### config.mk
export PLATFORM = sky130hd
export DESIGN_NAME = jtag_shift_master
export DESIGN_NICKNAME = d
export VERILOG_FILES = /design/src/rtl/jtsm_pkg.sv /design/src/rtl/jtsm_half_timer.sv /design/src/rtl/jtsm_bit_pos.sv /design/src/rtl/jtsm_tms_pattern.sv /design/src/rtl/jtag_shift_master.sv
export SDC_FILE = /design/constraint.sdc
export NUM_CORES = 1
export LEC_CHECK = 0
export BUFFER_PORTS_ARGS = -buffer_cell sky130_fd_sc_hd__buf_2
export CORE_MARGIN = 4
export CORE_UTILIZATION = 60
export DETAILED_ROUTE_END_ITERATION = 10
export MAX_ROUTING_LAYER = met4
export PLACE_DENSITY = 0.85
export SYNTH_ARGS = -nofsm -noshare
export SYNTH_HDL_FRONTEND = slang
export SYNTH_SLANG_ARGS = --single-unit
### constraint.sdc
create_clock -name clk -period 4.84 [get_ports clk]
set_input_delay 1.452 -clock clk [delete_from_list [all_inputs] [get_ports clk]]
set_output_delay 1.452 -clock clk [all_outputs]
set_load 0.02 [all_outputs]
### src/rtl/jtsm_pkg.sv
package jtsm_pkg;

    // Command codes, as seen on cmd_op
    typedef enum logic [1:0] {
        OP_SHIFT     = 2'd0,
        OP_GOTO_IR   = 2'd1,
        OP_GOTO_DR   = 2'd2,
        OP_TAP_RESET = 2'd3
    } jtsm_op_e;

    // Sequencer states
    typedef enum logic [2:0] {
        ST_IDLE    = 3'd0,
        ST_WALK_LO = 3'd1,
        ST_WALK_HI = 3'd2,
        ST_BIT_LO  = 3'd3,
        ST_BIT_HI  = 3'd4,
        ST_FINISH  = 3'd5
    } jtsm_state_e;

endpackage

### src/rtl/jtsm_half_timer.sv
// Counts one TCK half-period while a pulse is in progress.
module jtsm_half_timer #(
    parameter int DIV_W = 8
) (
    input  logic             clk,
    input  logic             rst_n,
    input  logic             run,
    input  logic [DIV_W-1:0] half_div,
    output logic             expire
);
    logic [DIV_W-1:0] cnt_q;

    assign expire = run && (cnt_q >= half_div);

    always_ff @(posedge clk or negedge rst_n) begin
        if (!rst_n) begin
            cnt_q <= '0;
        end else if (!run || expire) begin
            cnt_q <= '0;
        end else begin
            cnt_q <= cnt_q + DIV_W'(1);
        end
    end

    // Timer is always restarted from zero when a phase ends
    assert_phase_restart_R2: assert property (@(posedge clk) disable iff (!rst_n)
        (run && expire) |=> (cnt_q == '0));

endmodule

### src/rtl/jtsm_bit_pos.sv
// Maps the running bit index to a word position for the chosen order.
module jtsm_bit_pos #(
    parameter int DATA_W = 32,
    localparam int LEN_W = $clog2(DATA_W)
) (
    input  logic             active,
    input  logic             msb_first,
    input  logic [LEN_W-1:0] idx,
    input  logic [LEN_W-1:0] last_idx,
    output logic [LEN_W-1:0] pos,
    output logic             is_last
);
    assign pos     = msb_first ? (last_idx - idx) : idx;
    assign is_last = (idx == last_idx);

    always_comb begin
        if (active === 1'b1) begin
            assert_index_in_range_R7: assert (idx <= last_idx);
        end
    end

endmodule

### src/rtl/jtsm_tms_pattern.sv
// TMS walk patterns, sent from bit 0 upward, one bit per TCK pulse.
module jtsm_tms_pattern #(
    parameter int RESET_PULSES = 5,
    localparam int PAT_W  = RESET_PULSES + 1,
    localparam int PCNT_W = $clog2(PAT_W + 1)
) (
    input  jtsm_pkg::jtsm_op_e op,
    input  logic               ret_idle,
    output logic [PAT_W-1:0]   nav_pat,
    output logic [PCNT_W-1:0]  nav_cnt,
    output logic [PAT_W-1:0]   post_pat,
    output logic [PCNT_W-1:0]  post_cnt
);
    import jtsm_pkg::*;

    logic [PAT_W-1:0] reset_pat;

    // RESET_PULSES ones, then a single zero
    always_comb begin
        reset_pat = '0;
        for (int i = 0; i < RESET_PULSES; i++) begin
            reset_pat[i] = 1'b1;
        end
    end

    always_comb begin
        nav_pat = '0;
        nav_cnt = '0;
        unique case (op)
            OP_GOTO_IR: begin
                nav_pat = PAT_W'(4'b0011);   // 1,1,0,0
                nav_cnt = PCNT_W'(4);
            end
            OP_GOTO_DR: begin
                nav_pat = PAT_W'(3'b001);    // 1,0,0
                nav_cnt = PCNT_W'(3);
            end
            OP_TAP_RESET: begin
                nav_pat = reset_pat;
                nav_cnt = PCNT_W'(PAT_W);
            end
            default: begin
                nav_pat = '0;
                nav_cnt = '0;
            end
        endcase
    end

    // After the exit bit: 1 to Update, then optionally 0 to Run-Test/Idle
    assign post_pat = PAT_W'(2'b01);
    assign post_cnt = ret_idle ? PCNT_W'(2) : PCNT_W'(1);

endmodule

### src/rtl/jtag_shift_master.sv
module jtag_shift_master #(
    parameter int DATA_W       = 32,
    parameter int DIV_W        = 8,
    parameter int RESET_PULSES = 5,
    localparam int LEN_W  = $clog2(DATA_W),
    localparam int PAT_W  = RESET_PULSES + 1,
    localparam int PCNT_W = $clog2(PAT_W + 1)
) (
    input  logic              clk,
    input  logic              rst_n,
    input  logic [DIV_W-1:0]  half_div,
    input  logic              cmd_valid,
    output logic              cmd_ready,
    input  logic [1:0]        cmd_op,
    input  logic [DATA_W-1:0] cmd_word,
    input  logic [LEN_W-1:0]  cmd_len,
    input  logic              cmd_msb_first,
    input  logic              cmd_exit,
    input  logic              cmd_ret_idle,
    output logic              done,
    output logic [DATA_W-1:0] rsp_word,
    output logic              tck,
    output logic              tms,
    output logic              tdi,
    input  logic              tdo
);
    import jtsm_pkg::*;

    jtsm_state_e       state_q, state_d;
    logic [DATA_W-1:0] data_q, cap_q;
    logic [LEN_W-1:0]  last_q, idx_q, pos;
    logic              msb_q, exit_q, ret_q;
    logic [PAT_W-1:0]  pat_q, nav_pat, post_pat;
    logic [PCNT_W-1:0] pcnt_q, nav_cnt, post_cnt;
    logic              expire, run, is_last, accept, in_bits, in_walk;
    jtsm_op_e          op_in;

    assign op_in   = jtsm_op_e'(cmd_op);
    assign accept  = cmd_valid && (state_q == ST_IDLE);
    assign in_bits = (state_q == ST_BIT_LO) || (state_q == ST_BIT_HI);
    assign in_walk = (state_q == ST_WALK_LO) || (state_q == ST_WALK_HI);
    assign run     = in_bits || in_walk;

    jtsm_half_timer #(.DIV_W(DIV_W)) u_timer (
        .clk      (clk),
        .rst_n    (rst_n),
        .run      (run),
        .half_div (half_div),
        .expire   (expire)
    );

    jtsm_bit_pos #(.DATA_W(DATA_W)) u_pos (
        .active    (in_bits),
        .msb_first (msb_q),
        .idx       (idx_q),
        .last_idx  (last_q),
        .pos       (pos),
        .is_last   (is_last)
    );

    jtsm_tms_pattern #(.RESET_PULSES(RESET_PULSES)) u_pat (
        .op       (op_in),
        .ret_idle (cmd_ret_idle),
        .nav_pat  (nav_pat),
        .nav_cnt  (nav_cnt),
        .post_pat (post_pat),
        .post_cnt (post_cnt)
    );

    // State register
    always_ff @(posedge clk or negedge rst_n) begin
        if (!rst_n) state_q <= ST_IDLE;
        else        state_q <= state_d;
    end

    // Next-state logic
    always_comb begin
        state_d = state_q;
        unique case (state_q)
            ST_IDLE:    if (cmd_valid) state_d = (op_in == OP_SHIFT) ? ST_BIT_LO : ST_WALK_LO;
            ST_WALK_LO: if (expire) state_d = ST_WALK_HI;
            ST_WALK_HI: if (expire) state_d = (pcnt_q == PCNT_W'(1)) ? ST_FINISH : ST_WALK_LO;
            ST_BIT_LO:  if (expire) state_d = ST_BIT_HI;
            ST_BIT_HI:  if (expire) begin
                            if (!is_last)    state_d = ST_BIT_LO;
                            else if (exit_q) state_d = ST_WALK_LO;
                            else             state_d = ST_FINISH;
                        end
            ST_FINISH:  state_d = ST_IDLE;
            default:    state_d = ST_IDLE;
        endcase
    end

    // Datapath: command capture, pattern walk, bit shift and TDO capture
    always_ff @(posedge clk or negedge rst_n) begin
        if (!rst_n) begin
            data_q <= '0;
            cap_q  <= '0;
            last_q <= '0;
            idx_q  <= '0;
            msb_q  <= 1'b0;
            exit_q <= 1'b0;
            ret_q  <= 1'b0;
            pat_q  <= '0;
            pcnt_q <= '0;
        end else if (accept) begin
            data_q <= cmd_word;
            cap_q  <= '0;
            last_q <= cmd_len;
            idx_q  <= '0;
            msb_q  <= cmd_msb_first;
            exit_q <= cmd_exit;
            ret_q  <= cmd_ret_idle;
            pat_q  <= nav_pat;
            pcnt_q <= nav_cnt;
        end else if (expire && (state_q == ST_WALK_HI)) begin
            pat_q  <= pat_q >> 1;
            pcnt_q <= pcnt_q - PCNT_W'(1);
        end else if (expire && (state_q == ST_BIT_HI)) begin
            cap_q[pos] <= tdo;
            idx_q      <= idx_q + LEN_W'(1);
            if (is_last && exit_q) begin
                pat_q  <= post_pat;
                pcnt_q <= ret_q ? PCNT_W'(2) : PCNT_W'(1);
            end
        end
    end

    // Outputs
    always_comb begin
        tck       = (state_q == ST_WALK_HI) || (state_q == ST_BIT_HI);
        tms       = 1'b0;
        tdi       = 1'b0;
        cmd_ready = (state_q == ST_IDLE);
        done      = (state_q == ST_FINISH);
        rsp_word  = cap_q;
        unique case (state_q)
            ST_WALK_LO, ST_WALK_HI: tms = pat_q[0];
            ST_BIT_LO,  ST_BIT_HI: begin
                tms = exit_q && is_last;
                tdi = data_q[pos];
            end
            default: ;
        endcase
    end

    // Pins are frozen for the whole high phase
    assert_pins_hold_while_high_R3: assert property (@(posedge clk) disable iff (!rst_n)
        (tck && $past(tck)) |-> ($stable(tms) && $stable(tdi)));

    // Accepting a command drops ready at once
    assert_accept_drops_ready_R1: assert property (@(posedge clk) disable iff (!rst_n)
        (cmd_valid && cmd_ready) |=> !cmd_ready);

    // Done is a single pulse followed by ready
    assert_done_then_ready_R11: assert property (@(posedge clk) disable iff (!rst_n)
        done |=> (cmd_ready && !done));

    // Done only follows the last TCK fall
    assert_done_after_fall_R11: assert property (@(posedge clk) disable iff (!rst_n)
        done |-> (!tck && $past(!cmd_ready)));

    // A walk never starts with an empty pattern
    assert_walk_has_pulses_R4: assert property (@(posedge clk) disable iff (!rst_n)
        in_walk |-> (pcnt_q != '0));

    // Without the exit flag TMS stays low through the data bits
    assert_no_exit_tms_low_R9: assert property (@(posedge clk) disable iff (!rst_n)
        (in_bits && !exit_q) |-> !tms);

endmodule

==> flow_metrics.py, run 1 <==
metrics = {
    "grt": {
        "grt_max_degree": 78,
        "grt_antenna_before_repair": 0,
        "first_global_vias": 3982,
        "grt_overflow": 0,
        "grt_pass1_wl_um": 18710,
        "grt_util_all_layers": 0.2387,
    },
    "timing": {
        "tightest_slew_ns": 1.143,
        "hold_viol_final": 0,
        "max_freq_mhz": 220.1,
        "slew_violations": 0,
        "finalCritPeriodShare": 0.9386,
        "timing.slew.headroom": 0.2363,
        "fin_skew_ns": 0.01246,
        "setup-tns-final_ns": 0,
        "rsz0062_at_grt": "no",
        "finalCriticalPeriod_ns": 4.543,
        "setup_viol": 0,
    },
    "floorplanning": {
        "rows": 33,
        "die_h_um": 99.58,
        "core_mm2": 0.008175,
        "io_pins": 91,
        "die_w_um": 99.58,
        "start_util": 0.6155,
        "dieArea_mm2": 0.009916,
    },
    "route": {
        "vias": 4129,
        "wirelength_um": 11080,
        "drcViolationCount": 0,
        "drtIter0Drc": 200,
        "ant_nets": 0,
        "wire_per_inst_um": 15.74,
        "firstDrtPassIters": 4,
        "vias_per_cell": 5.865,
    },
    "logic_synthesis": {
        "synth_top_area_cell": "dfrtp_1",
        "syn_avg_cell_area_um2": 9.715,
        "synthArstFlopShare": 1.000,
        "synth_edf_count": 0,
        "post_synth_inst_count": 518,
        "synthTopCellsByArea": "dfrtp_1 (48%), nand2_1 (9.6%), o31ai_1 (4.3%)",
        "syn_nets": 589,
        "ys_types": 58,
        "synth_top_cell_area_share": 0.4774,
        "synth-warning-count": 0,
        "synth_seq_area_share": 0.4774,
        "synthesis.area_mm2": 0.005032,
        "synthFlopType": "dfrtp_1",
        "ys_ff_latch": 96,
    },
    "clock_tree": {
        "insertion_delay_ns": 0.36,
        "cts.htree.levels": 3,
        "clkSlewWorstSetupHoldPaths_ns": 0.10,
        "cts_tree": "done",
        "cts.sinks": 96,
        "cts_buffers": 9,
        "cts_buffer_depth": 2,
        "cts_root_buf": "clkbuf_8",
    },
    "worst_setup_path": {
        "slowest_delay_ns": 0.44,
        "critical_path_arrival_ns": 3.09,
        "reg2reg_depth": 11,
        "path_cells": "ha_1, inv_1, fa_1, nand3_1, a21oi_1, o21ai_1, xor2_2, or3_4, nor2_1, a2111oi_2, buf_2",
        "worst-setup-path-type": "flop to output port",
        "critPathRequiredTime_ns": 3.39,
        "critPathMaxFanout": 9,
        "crit_slowest_cell": "dfrtp_1",
        "worst_setup_path_start_kind": "flop",
        "endpoint_kind": "output port",
        "rrSetupSlack_ns": 1.87,
    },
    "finish": {
        "postLayoutCellArea_mm2": 0.005713,
        "drive_above_1_share": 0.2154,
        "area_delta_synth_final_pct": 13.53,
        "fin_nets": 665,
        "fin_cells": 704,
        "diodes": 0,
    },
    "place": {
        "place_congestion": 0.8698,
        "postPlaceCellArea_mm2": 0.005523,
        "port_buffers": 90,
        "hpwl_um": 7789,
        "numPlacedInstances": 687,
    },
    "worst_hold_path": {
        "min_path_cells": 2,
        "hp-class": "flop to flop",
    },
    "outcome": {
        "status": "complete, no violations",
    },
    "job": {
        "cap_violations": 0,
    },
    "power_and_ir_drop": {
        "powerDensity_mw_per_mm2": 489.9,
        "vdd_drop_max_mv": 0.2436,
        "leakagePower_nw": 2.904,
    },
}
per-stage QoR:
stage | setup slack [ns] | hold slack [ns] | util | total power (W)
2_1_floorplan | 0.7546 | 0.4373 | - | 0.002021
3_3_place_gp | 0.6337 | 0.4493 | 0.6755 | 0.002265
3_5_place_dp | 0.5144 | 0.4570 | 0.6755 | 0.002323
4_1_cts | 0.1026 | 0.4805 | 0.6973 | 0.002802
5_1_grt | 0.07989 | 0.4935 | 0.6988 | 0.003017
6_report | 0.2971 | 0.4766 | 0.6988 | 0.002799
placed cells by master, fill, tap and decap left out, types with 3 or more instances in the layout:
| cell type | netlist | routed |
|---|---|---|
| mux4_2 | 3 | 3 |
| nor3_1 | 5 | 4 |
| nand3_1 | 11 | 11 |
| nand2b_1 | 3 | 3 |
| ha_1 | 16 | 16 |
| a21oi_1 | 10 | 10 |
| buf_4 | 1 | 7 |
| and3_1 | 5 | 5 |
| inv_1 | 20 | 20 |
| dfrtp_1 | 96 | 96 |
| o21ai_0 | 14 | 14 |
| mux2i_1 | 6 | 6 |
| buf_2 | 2 | 89 |
| o41ai_1 | 3 | 3 |
| a221o_1 | 4 | 4 |
| or4_1 | 3 | 3 |
| xor2_1 | 6 | 6 |
| mux4_1 | 5 | 5 |
| o211ai_1 | 28 | 28 |
| a21o_1 | 5 | 5 |
| o31ai_1 | 29 | 29 |
| nand3b_1 | 3 | 3 |
| xnor2_1 | 7 | 7 |
| and2_1 | 5 | 5 |
| nor2_1 | 27 | 27 |
| o21ai_1 | 3 | 3 |
| nand2_1 | 129 | 129 |
| inv_6 | 0 | 3 |
| nor3b_1 | 5 | 5 |
| nand4_1 | 3 | 3 |
| clkbuf_8 | 0 | 9 |
area by class of cell:
cell class / count / area [um2]
Clock buffer: 10 / 127.6
Clock inverter: 6 / 50.05
Multi-Input combinational cell: 370 / 2422
Sequential cell: 96 / 2402
Tap cell: 105 / 131.4
Timing Repair Buffer: 96 / 498.0
Fill cell: 662 / 2462
Inverter: 21 / 81.33
path summary, 6_finish.rpt:
| check | to | from |
|---|---|---|
| hold reg to reg | data_q[1] | data_q[1] |
| setup reg to reg | rsp_word[0] | idx_q[0] |
| min in group asynchronous | u_timer.cnt_q[4] | rst_n |
| setup / recovery | tdi | idx_q[0] |
| hold / removal | data_q[1] | data_q[1] |
| max in group asynchronous | data_q[3] | rst_n |
state kept, by name, indices dropped and copies added (netlist names):
register,flops
idx_q,5
exit_q,1
pcnt_q,3
data_q,32
pat_q,5
last_q,5
msb_q,1
state_q,3
u_timer.cnt_q,8
rsp_word,32
ret_q,1
cells by family after synthesis:
group,Yosys count,share of synthesized area
xor gates and xnor gates,14,0.02586
and+or+nand+nor,209,0.1837
AOI/OAI and AO/OA,114,0.1691
buffers and inverters,52,0.04351
DFF,96,0.4774
muxes,16,0.05669
adders and majority gates,17,0.04376
per-layer routing:
metal | up-vias | wire, um | global-route usage
li1 | 2000 | - | -
met1 | 2009 | 5132 | 0.3281
met2 | 103 | 5285 | 0.3709
met3 | 17 | 514 | 0.03436
met4 | 0 | 150 | 0.07458
met5 | - | 0 | -
power by group:
group | internal, W | leakage, nW | switching [W] | total, W
clock network | 0.000194 | 0.0839 | 0.000289 | 0.000482
registers | 0.00102 | 1.26 | 0.000167 | 0.00118
logic | 0.000464 | 1.56 | 0.000670 | 0.00113
repair_timing:
action / CTS / global route
buffers inserted: 0 / 1
hold buffers: 0 / 0
endpoints found under the setup margin: 0 / 1
gates resized for setup: 0 / 1
cell usage after synthesis, types with 5 or more instances:
library cell  instances
ha_1                 16
nor3_1                5
xnor2_1               7
nand2_1             129
inv_1                20
mux2i_1               6
a21oi_1              10
clkbuf_1             24
o31ai_1              29
and3_1                5
o211ai_1             28
and2_1                5
dfrtp_1              96
a21o_1                5
nand3_1              11
nor2_1               27
o21ai_0              14
xor2_1                6
mux4_1                5
nor3b_1               5
critical path, delay by kind of cell, from the launching register on:
kind / cells / cell delay, ns
flops: 1 / 0.44
simple gates: 3 / 0.45
compound gates: 3 / 0.63
buf+inv: 2 / 0.28
fa+ha+maj: 2 / 0.60
xor+xnor: 1 / 0.34
Note: power is estimated with default switching activity, not from simulation.
==> inputs of run 2 (changes only) <==
--- a/config.mk
+++ b/config.mk
@@ -7,10 +7,10 @@
 export LEC_CHECK = 0
 export BUFFER_PORTS_ARGS = -buffer_cell sky130_fd_sc_hd__buf_2
 export CORE_MARGIN = 4
-export CORE_UTILIZATION = 60
+export CORE_UTILIZATION = 51
 export DETAILED_ROUTE_END_ITERATION = 10
 export MAX_ROUTING_LAYER = met4
-export PLACE_DENSITY = 0.85
+export PLACE_DENSITY = 0.77
 export SYNTH_ARGS = -nofsm -noshare
 export SYNTH_HDL_FRONTEND = slang
 export SYNTH_SLANG_ARGS = --single-unit
==> constraint.sdc (replaced) <==
create_clock -name clk -period 4.13 [get_ports clk]
set_input_delay 1.239 -clock clk [delete_from_list [all_inputs] [get_ports clk]]
set_output_delay 1.239 -clock clk [all_outputs]
set_load 0.02 [all_outputs]
==> flow_metrics.py, run 2 (same netlist as run 1, synthesis figures left out) <==
metrics = {
    "outcome": {
        "status": "complete, no violations",
    },
    "place": {
        "pre_cts_ws_ns": 0.1840,
        "hpwl_um": 8224,
        "postPlaceCellArea_mm2": 0.005598,
        "place_congestion": 0.9082,
        "port_buffers": 90,
    },
    "grt": {
        "first_global_vias": 4052,
        "grt_pass1_wl_um": 19340,
        "grt_max_degree": 54,
        "grt_overflow": 0,
        "grt_util_all_layers": 0.2136,
        "grt_antenna_before_repair": 0,
    },
    "floorplanning": {
        "core_mm2": 0.009415,
        "start_util": 0.5345,
        "io_pins": 91,
        "rows": 35,
        "dieArea_mm2": 0.01152,
        "die_w_um": 107.3,
        "die_h_um": 107.3,
    },
    "finish": {
        "postLayoutCoreUtil": 0.6296,
        "ff_latch_area_mm2": 0.002402,
        "area_delta_synth_final_pct": 17.80,
        "fin_nets": 677,
        "multi_input_area_mm2": 0.002495,
        "postLayoutCellArea_mm2": 0.005928,
        "final_cell_mix": "nand2_1 (129), dfrtp_1 (96), buf_2 (88)",
        "diodes": 0,
        "drive_above_1_share": 0.2570,
        "final_common_cell": "nand2_1",
        "num-fill-cells": 778,
    },
    "timing": {
        "final.setup.worst_slack_ns": 0.08111,
        "slew_violations": 0,
        "timing.slew.headroom": 0.5302,
        "finalCriticalPeriod_ns": 4.049,
        "fin_skew_ns": 0.01206,
        "hold_viol_final": 0,
        "finalCritPeriodShare": 0.9804,
        "tightest_slew_ns": 0.7047,
        "setup-tns-final_ns": 0,
        "max_freq_mhz": 247.0,
        "setup_viol": 0,
    },
    "worst_setup_path": {
        "worst_setup_path_start_kind": "flop",
        "rrSetupSlack_ns": 1.32,
        "endpoint_kind": "output port",
        "critPathRequiredTime_ns": 2.89,
        "worst-setup-path-type": "flop to output port",
        "r2r-end": "rsp_word[11]",
        "reg2reg_depth": 10,
        "critPathMaxFanout": 4,
        "reg2reg_from": "last_q[0]",
        "crit_path_end": "tdi",
        "cp-startpoint": "idx_q[1]",
        "critical_path_arrival_ns": 2.81,
    },
    "clock_tree": {
        "cts_root_buf": "clkbuf_8",
        "insertion_delay_ns": 0.37,
        "cts.sinks": 96,
        "cts_buffers": 9,
        "cts_buffer_depth": 2,
        "cts.htree.levels": 3,
        "cts_tree": "done",
        "clkSlewWorstSetupHoldPaths_ns": 0.09,
    },
    "power_and_ir_drop": {
        "switching_share": 0.4039,
        "powerDensity_mw_per_mm2": 587.9,
        "pwr-share-comb": 0.427,
        "leakagePower_nw": 2.968,
        "p_int_w": 0.002077,
        "vdd_drop_max_mv": 0.3055,
        "p_clk_frac": 0.171,
        "p_sw_w": 0.001408,
        "seq_power_share": 0.403,
    },
    "route": {
        "wire_per_inst_um": 15.95,
        "vias_per_cell": 5.595,
        "firstDrtPassIters": 4,
        "drtIter0Drc": 180,
        "drcViolationCount": 0,
        "ant_nets": 0,
        "vias": 4140,
        "wirelength_um": 11810,
    },
    "job": {
        "cap_violations": 0,
    },
    "worst_hold_path": {
        "hp-class": "flop to flop",
        "min_from": "data_q[25]",
    },
}
[run 2: changes by cell type in the layout (fill, tap and decap cells not counted), sizes merged]
cell / before / now
clkinv: 1 / 2
inv: 24 / 23
buf: 96 / 108
[run 2: worst min path at each step]
stage | endpoint | slack (ns) | cells past startpoint
2_1_floorplan | data_q[14] | 0.44 | 2
3_3_place_gp | data_q[21] | 0.45 | 2
3_5_place_dp | data_q[25] | 0.46 | 2
4_1_cts | data_q[21] | 0.48 | 2
5_1_grt | data_q[1] | 0.51 | 2
6_report | data_q[25] | 0.48 | 2
[run 2: area by class of cell]
type / count / area share
inverters: 21 / 0.01372
flip-flops and latches: 96 / 0.4052
repair buffers: 108 / 0.1009
clock buffers: 10 / 0.02322
clock inverters: 6 / 0.008864
multi-input cells: 370 / 0.4209
well taps: 129 / 0.02723
[run 2: per-layer routing]
metal,wire length [um],track usage
met1,5506,0.3009
met3,576,0.03179
met4,121,0.05410
met2,5601,0.3289
met5,0,-
[run 2: timing repair]
action                                  in CTS  in global routing
gates resized for setup                      4                 20
gates cloned                                 0                  0
buffers inserted                             4                  3
endpoints found under the setup margin       1                  1
pin swaps                                    2                  2
hold buffers                                 0                  0
endpoints found under the hold margin        0                  0
[run 2: per-stage QoR]
step                      total power, W  hold WS (ns)  std cells
after detailed placement        0.002747        0.4587        717
final                           0.003485        0.4765        740
after global routing            0.003736        0.5072        740
after floorplan                 0.002369        0.4373        518
after CTS                       0.003407        0.4805        737
after global placement          0.002676        0.4501        717
[run 2: critical path, cell delays in order, from the launching register on]
cell       delay (ns)
dfrtp_1          0.46
inv_2            0.09
ha_1             0.31
and3b_1          0.19
or3_4            0.39
a31oi_4          0.25
buf_6            0.13
nor2_1           0.07
a2111oi_4        0.35
buf_4            0.20
[run 2: power groups by stage]
| stage | sequential (W) | combinational, W | clock, W |
|---|---|---|---|
| 2_1_floorplan | 0.00133 | 0.00104 | 0 |
| 3_5_place_dp | 0.00141 | 0.00134 | 0 |
| 5_1_grt | 0.00144 | 0.00165 | 0.000650 |
| 6_report | 0.00140 | 0.00149 | 0.000596 |
| 4_1_cts | 0.00139 | 0.00141 | 0.000608 |
| 3_3_place_gp | 0.00139 | 0.00128 | 0 |
==> inputs of run 3 (changes only) <==
--- a/config.mk
+++ b/config.mk
@@ -9,8 +9,10 @@
 export CORE_MARGIN = 4
 export CORE_UTILIZATION = 51
 export DETAILED_ROUTE_END_ITERATION = 10
+export GPL_TIMING_DRIVEN = 1
 export MAX_ROUTING_LAYER = met4
 export PLACE_DENSITY = 0.77
+export REMOVE_ABC_BUFFERS = 1
 export SYNTH_ARGS = -nofsm -noshare
 export SYNTH_HDL_FRONTEND = slang
 export SYNTH_SLANG_ARGS = --single-unit
==> flow_metrics.py, run 3 (same netlist as run 1, synthesis figures left out) <==
metrics = {
    "route": {
        "ant_nets": 0,
        "drcViolationCount": 0,
        "drtIter0Drc": 239,
        "vias_per_cell": 5.740,
        "wire_per_inst_um": 16.56,
        "vias": 4242,
        "firstDrtPassIters": 5,
        "wirelength_um": 12240,
    },
    "timing": {
        "timing.slew.headroom": 0.4953,
        "tightest_slew_ns": 0.7571,
        "setup-tns-final_ns": 0,
        "setup_viol": 0,
        "finalCritPeriodShare": 0.9913,
        "hold_viol_final": 0,
        "fin_skew_ns": 0.005531,
        "max_freq_mhz": 244.3,
        "finalCriticalPeriod_ns": 4.094,
        "slew_violations": 0,
        "rsz0062_at_grt": "yes",
    },
    "clock_tree": {
        "clkSlewWorstSetupHoldPaths_ns": 0.10,
        "cts.htree.levels": 3,
        "cts_buffer_depth": 2,
        "cts_tree": "done",
        "cts.sinks": 96,
        "insertion_delay_ns": 0.37,
        "cts_root_buf": "clkbuf_8",
        "cts_buffers": 9,
    },
    "finish": {
        "final_common_cell": "nand2_1",
        "area_delta_synth_final_pct": 17.98,
        "postLayoutCellArea_mm2": 0.005937,
        "fin_nets": 676,
        "diodes": 0,
        "drive_above_1_share": 0.2557,
        "final_cell_mix": "nand2_1 (128), dfrtp_1 (96), buf_2 (88)",
    },
    "worst_setup_path": {
        "critical_path_arrival_ns": 2.85,
        "cp-startpoint": "idx_q[1]",
        "slowest_delay_ns": 0.45,
        "endpoint_kind": "output port",
        "worst_setup_path_start_kind": "flop",
        "critPathRequiredTime_ns": 2.89,
        "worst-setup-path-type": "flop to output port",
        "path_cells": "inv_2, ha_4, and3b_1, or3_4, a31oi_4, mux2i_1, nand3b_1, nand2_2, a2111oi_4, buf_4",
        "worst-path-buf-inv": 2,
        "critPathMaxFanout": 4,
        "crit_slowest_cell": "dfrtp_1",
        "reg2reg_from": "last_q[0]",
        "crit_family": "simple AND/OR/NAND/NOR gates",
    },
    "outcome": {
        "status": "complete, no violations",
    },
    "place": {
        "place_congestion": 0.9007,
        "port_buffers": 90,
        "postPlaceCellArea_mm2": 0.005590,
        "hpwl_um": 8672,
    },
    "grt": {
        "grt_max_degree": 60,
        "grt_util_all_layers": 0.2204,
        "grt_antenna_before_repair": 0,
        "first_global_vias": 4107,
        "grt_pass1_wl_um": 19770,
        "grt_overflow": 0,
    },
    "power_and_ir_drop": {
        "leakagePower_nw": 2.982,
        "pwr-share-comb": 0.414,
        "p_sw_w": 0.001424,
        "p_clk_frac": 0.186,
        "powerDensity_mw_per_mm2": 597.0,
        "p_int_w": 0.002120,
        "finalPower_w": 0.003544,
        "switching_share": 0.4019,
        "vdd_drop_max_mv": 0.3160,
        "seq_power_share": 0.400,
    },
    "floorplanning": {
        "die_w_um": 107.3,
        "die_h_um": 107.3,
        "dieArea_mm2": 0.01152,
        "io_pins": 91,
        "start_util": 0.5345,
        "rows": 35,
        "core_mm2": 0.009415,
    },
    "job": {
        "cap_violations": 0,
    },
    "worst_hold_path": {
        "min_from": "data_q[23]",
        "hp-class": "flop to flop",
    },
}
==> run 3: routing by layer <==
layer / up-vias / share of wire / track usage
met5: - / 0 / -
met4: 0 / 0.021 / 0.07033
met3: 25 / 0.068 / 0.04379
met2: 161 / 0.47 / 0.3351
met1: 2034 / 0.44 / 0.3012
li1: 2022 / - / -
==> run 3: area by class of cell <==
type                       count  area [um2]
multi-input combinational    370        2490
timing repair buffer         107       590.6
clock buffer                   9       123.9
tap                          129       161.4
clock inverter                 7       87.58
fill                         792        3478
sequential                    96        2402
inverter                      21       81.33
==> run 3: through the flow <==
stage / worst slack [ns] / util / instances / hold WS (ns)
2_1_floorplan: -0.6073 / - / 487 / 0.4373
3_3_place_gp: 0.2856 / 0.5938 / 716 / 0.4499
3_5_place_dp: 0.1932 / 0.5938 / 716 / 0.4604
4_1_cts: 0.02088 / 0.6215 / 735 / 0.4848
5_1_grt: -0.07930 / 0.6306 / 739 / 0.5102
6_report: 0.03601 / 0.6306 / 739 / 0.4773
==> run 3: tightest hold or removal path, cell delays in order, from the launching register on <==
cell and delay, ns:
dfrtp_1 0.35, nand2_1 0.05, nand2_1 0.05
==> run 3: final timing paths <==
path	end	slack, ns	cells past startpoint
min in group asynchronous	data_q[18]	0.91	1
hold reg to reg	data_q[23]	0.48	2
max in group asynchronous	rsp_word[15]	2.44	2
hold / removal	data_q[23]	0.48	2
setup reg to reg	rsp_word[3]	1.29	9
setup / recovery	tdi	0.04	10
==> run 3: power by group through the flow <==
stage / sequential, W / combinational (W) / clock [W]
final: 0.00142 / 0.00147 / 0.000660
after global routing: 0.00145 / 0.00163 / 0.000709
after CTS: 0.00141 / 0.00138 / 0.000670
after detailed placement: 0.00143 / 0.00132 / 0
after global placement: 0.00141 / 0.00126 / 0
after floorplan: 0.00135 / 0.000991 / 0
==> run 3: timing repair <==
item	CTS	global route
hold buffers	0	0
pin swaps	3	3
gates resized for setup	7	15
setup buffers	3	3
cloned	0	1
endpoints found under the setup margin	1	1
